### src/rtl/keyer_pkg.sv
package keyer_pkg;
  localparam int SAMPLE_W  = 12;
  localparam int PTR_W     = 5;
  localparam int DEPTH     = 1 << PTR_W;
  localparam int QIDX_W    = PTR_W - 1;

  typedef logic signed [SAMPLE_W-1:0] sample_t;

  typedef enum logic {
    KEY_PHASE = 1'b0,
    KEY_AMPL  = 1'b1
  } key_mode_e;

  localparam sample_t SAMPLE_MAX = sample_t'((1 << (SAMPLE_W-1)) - 1);
  localparam sample_t SAMPLE_MIN = sample_t'(-(1 << (SAMPLE_W-1)));
endpackage

### src/rtl/keyer_reset_sync.sv
module keyer_reset_sync (
  input  logic clk,
  input  logic rst_n,
  output logic rst_core_n
);
  logic [1:0] sync_q;

  always_ff @(posedge clk or negedge rst_n) begin
    if (!rst_n) sync_q <= 2'b00;
    else        sync_q <= {sync_q[0], 1'b1};
  end

  assign rst_core_n = sync_q[1];
endmodule

### src/rtl/keyer_rate_gen.sv
module keyer_rate_gen #(
  parameter int DIV   = 64,
  parameter int PTR_W = 5
) (
  input  logic             clk,
  input  logic             rst_n,
  output logic             tick,
  output logic [PTR_W-1:0] ptr,
  output logic             last
);
  localparam int CNT_W = (DIV > 1) ? $clog2(DIV) : 1;

  logic [CNT_W-1:0] cnt_q, cnt_d;
  logic [PTR_W-1:0] ptr_q, ptr_d;

  always_comb begin
    tick  = (cnt_q == CNT_W'(DIV - 1));
    cnt_d = tick ? '0 : cnt_q + CNT_W'(1);
    ptr_d = tick ? ptr_q + PTR_W'(1) : ptr_q;
  end

  always_ff @(posedge clk or negedge rst_n) begin
    if (!rst_n) begin
      cnt_q <= '0;
      ptr_q <= '0;
    end else begin
      cnt_q <= cnt_d;
      ptr_q <= ptr_d;
    end
  end

  assign ptr  = ptr_q;
  assign last = (ptr_q == '1);
endmodule

### src/rtl/keyer_sine_rom.sv
module keyer_sine_rom
  import keyer_pkg::*;
(
  input  logic [PTR_W-1:0] ptr,
  output sample_t          tone
);
  logic [1:0]        quadrant;
  logic [QIDX_W-1:0] step;
  logic [QIDX_W:0]   qidx;
  sample_t           mag;

  always_comb begin
    quadrant = ptr[PTR_W-1 -: 2];
    step     = ptr[QIDX_W-2:0] == '0 ? '0 : {1'b0, ptr[QIDX_W-2:0]};
    qidx     = quadrant[0] ? (QIDX_W+1)'(DEPTH/4) - {1'b0, step}
                           : {1'b0, step};
    case (qidx)
      5'd0:    mag = sample_t'(0);
      5'd1:    mag = sample_t'(399);
      5'd2:    mag = sample_t'(783);
      5'd3:    mag = sample_t'(1137);
      5'd4:    mag = sample_t'(1447);
      5'd5:    mag = sample_t'(1702);
      5'd6:    mag = sample_t'(1891);
      5'd7:    mag = sample_t'(2008);
      5'd8:    mag = sample_t'(2047);
      default: mag = sample_t'(0);
    endcase
    tone = quadrant[1] ? -mag : mag;
  end
endmodule

### src/rtl/keyer_mapper.sv
module keyer_mapper
  import keyer_pkg::*;
(
  input  sample_t   tone,
  input  logic      bit_val,
  input  key_mode_e mode,
  output sample_t   keyed
);
  always_comb begin
    if (bit_val)                keyed = tone;
    else if (mode == KEY_AMPL)  keyed = '0;
    else if (tone == SAMPLE_MIN) keyed = SAMPLE_MAX;
    else                        keyed = -tone;
  end
endmodule

### src/rtl/carrier_keyer.sv
module carrier_keyer
  import keyer_pkg::*;
#(
  parameter int SYS_PER_SAMPLE = 64
) (
  input  logic                clk,
  input  logic                rst_n,
  input  logic                data_bit,
  input  logic                mode_sel,
  output logic [SAMPLE_W-1:0] sample_out,
  output logic                sample_valid,
  output logic                bit_advance
);
  logic             rst_core_n;
  logic             tick;
  logic             last;
  logic [PTR_W-1:0] ptr;
  sample_t          tone;
  sample_t          keyed;
  logic             use_bit;

  logic    held_q, held_d;
  sample_t sample_q, sample_d;
  logic    valid_q, valid_d;
  logic    adv_q, adv_d;

  keyer_reset_sync i_reset_sync (
    .clk        (clk),
    .rst_n      (rst_n),
    .rst_core_n (rst_core_n)
  );

  keyer_rate_gen #(.DIV(SYS_PER_SAMPLE), .PTR_W(PTR_W)) i_rate_gen (
    .clk   (clk),
    .rst_n (rst_core_n),
    .tick  (tick),
    .ptr   (ptr),
    .last  (last)
  );

  keyer_sine_rom i_sine_rom (
    .ptr  (ptr),
    .tone (tone)
  );

  keyer_mapper i_mapper (
    .tone    (tone),
    .bit_val (use_bit),
    .mode    (key_mode_e'(mode_sel)),
    .keyed   (keyed)
  );

  always_comb begin
    use_bit  = (ptr == '0) ? data_bit : held_q;
    held_d   = (tick && ptr == '0) ? data_bit : held_q;
    sample_d = tick ? keyed : sample_q;
    valid_d  = tick;
    adv_d    = tick && last;
  end

  always_ff @(posedge clk or negedge rst_core_n) begin
    if (!rst_core_n) begin
      held_q   <= 1'b0;
      sample_q <= '0;
      valid_q  <= 1'b0;
      adv_q    <= 1'b0;
    end else begin
      held_q   <= held_d;
      sample_q <= sample_d;
      valid_q  <= valid_d;
      adv_q    <= adv_d;
    end
  end

  assign sample_out   = sample_q;
  assign sample_valid = valid_q;
  assign bit_advance  = adv_q;
endmodule

### config.mk
export PLATFORM = sky130hd
export DESIGN_NAME = carrier_keyer
export DESIGN_NICKNAME = d
export VERILOG_FILES = /design/src/rtl/keyer_pkg.sv /design/src/rtl/keyer_reset_sync.sv /design/src/rtl/keyer_rate_gen.sv /design/src/rtl/keyer_sine_rom.sv /design/src/rtl/keyer_mapper.sv /design/src/rtl/carrier_keyer.sv
export SDC_FILE = /design/constraint.sdc
export NUM_CORES = 1
export LEC_CHECK = 0
export BUFFER_PORTS_ARGS = -buffer_cell sky130_fd_sc_hd__buf_2
export CAP_MARGIN = 20
export CORE_MARGIN = 3
export CORE_UTILIZATION = 37
export DETAILED_ROUTE_END_ITERATION = 10
export HOLD_SLACK_MARGIN = 0.12
export SYNTH_ARGS = -nofsm -noshare
export SYNTH_HDL_FRONTEND = slang
export SYNTH_SLANG_ARGS = --single-unit
### constraint.sdc
create_clock -name clk -period 2.1 [get_ports clk]
set_input_delay 0.105 -clock clk [delete_from_list [all_inputs] [get_ports clk]]
set_output_delay 0.105 -clock clk [all_outputs]
set_load 0.02 [all_outputs]
Word-level counts from Yosys, hierarchy flattened
Memories as Yosys holds them, arrays and structs flattened.
Cells that the tools add are included.
- add/subtract/negate cells: 5
- multipliers: 0
- div/mod/pow operators: 0
- magnitude comparators: 0
- equal/unequal tests: 3
- shift operators: 0
- muxes and demuxes: 9
- bitwise gates (word level): 0
- reduce and logical (&&, ||, !) cells: 4
- operators by type and width (kind ; number):
    2-to-1 mux 12 bit ; 5
    negation 12 bit ; 2
    equality test 12 bit (second input constant) ; 1
    adder 6 x 1 -> 6 bit (second input constant) ; 1
    equality test 6 bit (second input constant) ; 1
    2-to-1 mux 6 bit ; 1
    adder 5 x 1 -> 5 bit (second input constant) ; 1
    equality test 5 bit (second input constant) ; 1
    logical NOT 5 bit ; 1
    2-to-1 mux 5 bit ; 1
    subtractor 4 x 4 -> 5 bit (first input constant) ; 1
    logical NOT 3 bit ; 1
    2-to-1 mux 3 bit ; 1
    logical AND 1 bit ; 2
    2-to-1 mux 1 bit ; 1
- flip-flop bits (word level): 28
- latch bits: 0
- RAM bits: 0
- memory bits (read-only): 176
- input bits: 4
- word-level logic and storage cells: 29
- memories kept: 1
- memories (memory ; words ; bits a word ; read ports ; clocked after Yosys merged registers in ; wr ports ; line ; text):
    (name not given) ; 16 ; 11 ; 1 ; 0 ; 0 ; keyer_sine_rom.sv:17 ; case (qidx)

Logic depth before layout (Yosys ltp)
An unclocked memory read counts as a cell.
- depth in word-level cells: 12
- gate-level depth with buffers: 17

Modules after synthesis
Synthesis repeated with hierarchy kept, for this count alone.
- cell total of the unflattened synthesis: 229
- area total of the unflattened synthesis: 2187.1 um^2
- by module, submodules not included (module ; times used ; cells an instance ; area an instance (um^2) ; seq. area each (um^2)):
    keyer_sine_rom ; 1 ; 86 ; 605.6 ; 0.0
    carrier_keyer ; 1 ; 34 ; 570.5 ; 375.4
    keyer_rate_gen ; 1 ; 39 ; 511.7 ; 275.3
    keyer_mapper ; 1 ; 67 ; 445.4 ; 0.0
    keyer_reset_sync ; 1 ; 3 ; 53.8 ; 50.0

Least setup slack after synthesis
OpenSTA, ideal clock, no wires.
- path type: register to register
- from: register i_rate_gen.ptr_q[0] (netlist: i_rate_gen.ptr[0])
- to: register sample_q[11] (netlist: sample_out[11])
- arrival time: 4.436 ns
- required time: 2.018 ns
- path slack: -2.418 ns
- cell stages (with the launch flop): 15
- path buffers: 0
- cell sequence: dfrtp_1 > inv_1 > ha_1 > a22o_1 > ha_1 > nor3b_1 > a21oi_1 > a221oi_4 > ha_1 > o21ai_0 > o311a_1 > or4_4 > or3b_4 > or4b_1 > a31oi_1
- cells in the longest elaborated chain, start to end: 12
- ends and longest elaborated chain (item ; line ; text):
    start, declared ; keyer_rate_gen.sv:14 ; logic [PTR_W-1:0] ptr_q, ptr_d;
    start signal, assigned ; keyer_rate_gen.sv:28 ; ptr_q <= ptr_d;
    logical NOT 3 bit ; keyer_sine_rom.sv:14 ; step = ptr[QIDX_W-2:0] == '0 ? '0 : {1'b0, ptr[QIDX_W-2:0]};
    2-to-1 mux 3 bit ; keyer_sine_rom.sv:14 ;
    subtractor 4 x 4 -> 5 bit ; keyer_sine_rom.sv:15 ; qidx = quadrant[0] ? (QIDX_W+1)'(DEPTH/4) - {1'b0, step}
    2-to-1 mux 5 bit ; keyer_sine_rom.sv:15 ;
    memory read (16 x 11 bit) ; n/a ;
    2-to-1 mux 12 bit ; keyer_sine_rom.sv:17 ;
    negation 12 bit ; keyer_sine_rom.sv:29 ; tone = quadrant[1] ? -mag : mag;
    2-to-1 mux 12 bit ; keyer_sine_rom.sv:29 ;
    negation 12 bit / equality test 12 bit (equally long branches) ; keyer_mapper.sv:13, keyer_mapper.sv:12 ;
    2-to-1 mux 12 bit ; keyer_mapper.sv:12 ; else if (tone == SAMPLE_MIN) keyed = SAMPLE_MAX;
    2-to-1 mux 12 bit ; keyer_mapper.sv:11 ; else if (mode == KEY_AMPL) keyed = '0;
    2-to-1 mux 12 bit * ; keyer_mapper.sv:10 ; if (bit_val) keyed = tone;
    end signal, assigned ; carrier_keyer.sv:69 ; sample_q <= sample_d;
    end, declared ; carrier_keyer.sv:23 ; sample_t sample_q, sample_d;
Every way passes the cells marked *; elsewhere a longest branch is shown, timed or not.
A chain may end at the register's enable or synchronous reset.

Worst setup path in the final report
- from: register i_rate_gen.ptr_q[1] (netlist: i_rate_gen.ptr[1])
- to: register sample_q[11] (netlist: sample_out[11])
The elaborated chain is that of the path after synthesis.

==> results.toml <==
[drt]
drtIter0Drc = 87
route.met2.wl_um = 3130
drt-met1-wl_um = 2940
finalWirelength_um = 6260
topRoutingLayerUsed = "met4"
route.detailed.drc = 0
wl_met3_um = 131
antenna_left = 0
drt-pass1-iter-count = 4
vias_per_cell = 5.20
drt-wirelength-per-cell_um = 13.3
vias = 2447

[layout]
syn_to_final_growth_pct = 50.1
utilization_pct = 57.7
fill_cells = 555
ff_latch_area_um2 = 701
layout-drive-gt1-share_pct = 40.9
mostFrequentLayoutCells = "105 x buf_4, 31 x nor2_1, 28 x dfrtp_1"
stdcell_count = 471
diodes = 0
multi_input_area_um2 = 1650
final_common_cell = "buf_4"
nets = 413

[sta]
rsz0062_at_grt = "yes"
max_slew_margin_pct = 52.3
worst_slack_ns = -1.88
fin_setup_tns_ns = -20.45
setup_viol = 12
hold_violations = 0
min_period_over_period_pct = 189
tightest_slew_ns = 0.711
clock.fmax_mhz = 251
clock_skew_ns = 0.0123
maxSlewViolCount = 0
final.min_clock_period_ns = 3.98

[synthesis]
synth.yosys.warnings = 0
netlist_area_um2 = 2300
yosys.area.top_type = "dfrtp_1"
synthesis.nets = 296
synth_edf_count = 0
synth_cells = 280
ys_seq_area_share_pct = 30.4
yosys_most_used_dff = "dfrtp_1"
synth_cell_types = 57
async_flop_share_pct = 100
ys_seq_elements = 28
syn_area_per_cell_um2 = 8.23
synth_top_area_share_pct = 30.4
synthTopCellsByArea = "dfrtp_1 30%, ha_1 6.5%, nor2_1 5.0%, nand2_1 4.4%, o21ai_0 4.3%"

[clock_network]
cts_made_buffers = 3
cts_sinks = 28
root_buffer = "clkbuf_8"
cts_tree = "done"
htree_levels = 1
clockBufferDepth = 2
clk_pin_slew_ns = 0.10
clk_latency_ns = 0.28

[pwr]
p_total_w = 0.00102
peakVddDrop_mv = 0.379
p_leak_nw = 1.73
power.density_nw_per_um2 = 294

[global_route]
grt_pass1_vias = 2401
grt_pass1_wl_um = 10900
grt_start_max_net_pins = 27
grt_overflow_total = 0
antenna_found_initial = 0
grt_usage_pct = 18.0

[setup_path]
endpoint_kind = "flop"
crit_fanout = 3
slowest_delay_ns = 0.55
required_ns = 2.30
path_cells = "inv_2 -> ha_4 -> a22o_4 -> ha_4 -> nor3b_4 -> a21oi_2 -> a221oi_4 -> ha_2 -> o21ai_2 -> o311a_1 -> or4_4 -> or3b_4 -> or4b_1 -> a31oi_1"
crit_slowest_cell = "or4_4"
crit_top_cell = "ha_4"
start_kind = "flop"
crit_type = "reg2reg"
worstPathArrival_ns = 4.17

[run]
max-cap-violations = 0

[worst_hold_path]
hold_path_class = "in2async"

[floorplanning]
start_util_pct = 38.5
die_w_um = 84.9
coreArea_um2 = 5990
die_h_um = 84.9
dieArea_um2 = 7210
io_pins = 18
rows = 28

[placed_design]
dp_hpwl_um = 4910
place_congestion = 0.828
dp_cells = 460
place_ws_ns = -1.90
port_buffers = 17

[status]
status = "finished, violations left"
violations = "negative setup slack"
## final cells by class
cell class,instances,area share [%]
multi-input cells,230,47.8
clock buffers,3,1.19
well taps,75,2.71
flip-flops and latches,28,20.3
inverters,9,0.977
repair buffers,125,26.2
clock inverters,1,0.868
## sequential cells by signal (all words and copies together), names as in the netlist
signal               cells
sample_out              12
i_rate_gen.cnt_q         6
i_reset_sync.sync_q      2
sample_valid             1
i_rate_gen.ptr           5
bit_advance              1
held_q                   1
## per-stage QoR
stage | area (µm²) | hold slack (ns)
2_1_floorplan | 2360 | -0.191
3_3_place_gp | 3250 | -0.108
3_5_place_dp | 3250 | -0.107
4_1_cts | 3410 | 0.121
5_1_grt | 3460 | 0.131
6_report | 3460 | 0.127
## layer usage
metal  vias to the layer above  track usage, %
li1                       1259               -
met1                      1149            22.5
met2                        33            32.7
met3                         6            2.04
met4                         0            4.89
met5                         -               0
## path summary, 6_finish.rpt
check / from / end / slack, ns / cells past startpoint
max reg2reg: i_rate_gen.ptr[1] / sample_out[11] / -1.88 / 14
max in group asynchronous: i_reset_sync.sync_q[1] / sample_out[0] / 1.61 / 1
max: i_rate_gen.ptr[1] / sample_out[11] / -1.88 / 14
min reg2reg: i_reset_sync.sync_q[1] / sample_out[10] / 0.23 / 1
min: rst_n / i_reset_sync.sync_q[1] / 0.13 / 2
min in group clk: mode_sel / sample_out[9] / 0.14 / 2
## kinds of logic after synthesis
logic type / Yosys count / share of synthesized area (%)
AND/OR/NAND/NOR: 116 / 26.6
AO/OA/AOI/OAI: 78 / 23.2
flip-flops: 28 / 30.4
buffers and inverters: 22 / 3.69
XOR/XNOR: 15 / 5.70
adder cells (fa/ha/maj): 12 / 6.51
multiplexers: 8 / 3.69
other: 1 / 0.163
## cells in the mapped netlist, types with 2 or more instances
| master | instances |
|---|---|
| a22o_1 | 2 |
| mux2_2 | 4 |
| nor2_1 | 31 |
| xor2_1 | 5 |
| nor3_1 | 6 |
| nor4_1 | 2 |
| clkbuf_1 | 10 |
| nand2_1 | 27 |
| nand2b_1 | 7 |
| a21boi_0 | 2 |
| ha_1 | 12 |
| a31oi_1 | 8 |
| o22ai_1 | 4 |
| nand3_1 | 11 |
| xnor2_1 | 10 |
| a211oi_1 | 3 |
| o211ai_1 | 4 |
| and3_1 | 3 |
| dfrtp_1 | 28 |
| nand4_1 | 7 |
| inv_1 | 9 |
| nor3b_1 | 2 |
| a221oi_1 | 2 |
| o31ai_1 | 4 |
| a22oi_1 | 3 |
| o211a_1 | 2 |
| mux2i_1 | 4 |
| and2_1 | 4 |
| a21oi_1 | 11 |
| nor2b_1 | 3 |
| or4b_1 | 2 |
| o21ai_0 | 20 |
| or3_1 | 3 |
| buf_2 | 2 |
## worst max-delay path, delay by kind of cell, from the launching register on
| family | cells | cell delay [ns] |
|---|---|---|
| simple gates | 4 | 1.57 |
| flops | 1 | 0.40 |
| buf+inv | 1 | 0.08 |
| compound gates | 6 | 1.14 |
| fa+ha+maj | 3 | 0.68 |
## what timing repair did
action | in CTS | in global routing
endpoints found under the setup margin | 12 | 12
gates resized for setup | 15 | 7
pin swaps | 13 | 7
hold buffers | 2 | 0
setup buffers | 4 | 2
endpoints found under the hold margin | 3 | 0
## power breakdown
part | switching, W | total (W) | internal (W)
combinational | 0.0000304 | 0.0000488 | 0.0000183
sequential | 0.00000147 | 0.000544 | 0.000543
clock | 0.000169 | 0.000424 | 0.000255
Note: power is estimated with default switching activity, not from simulation.
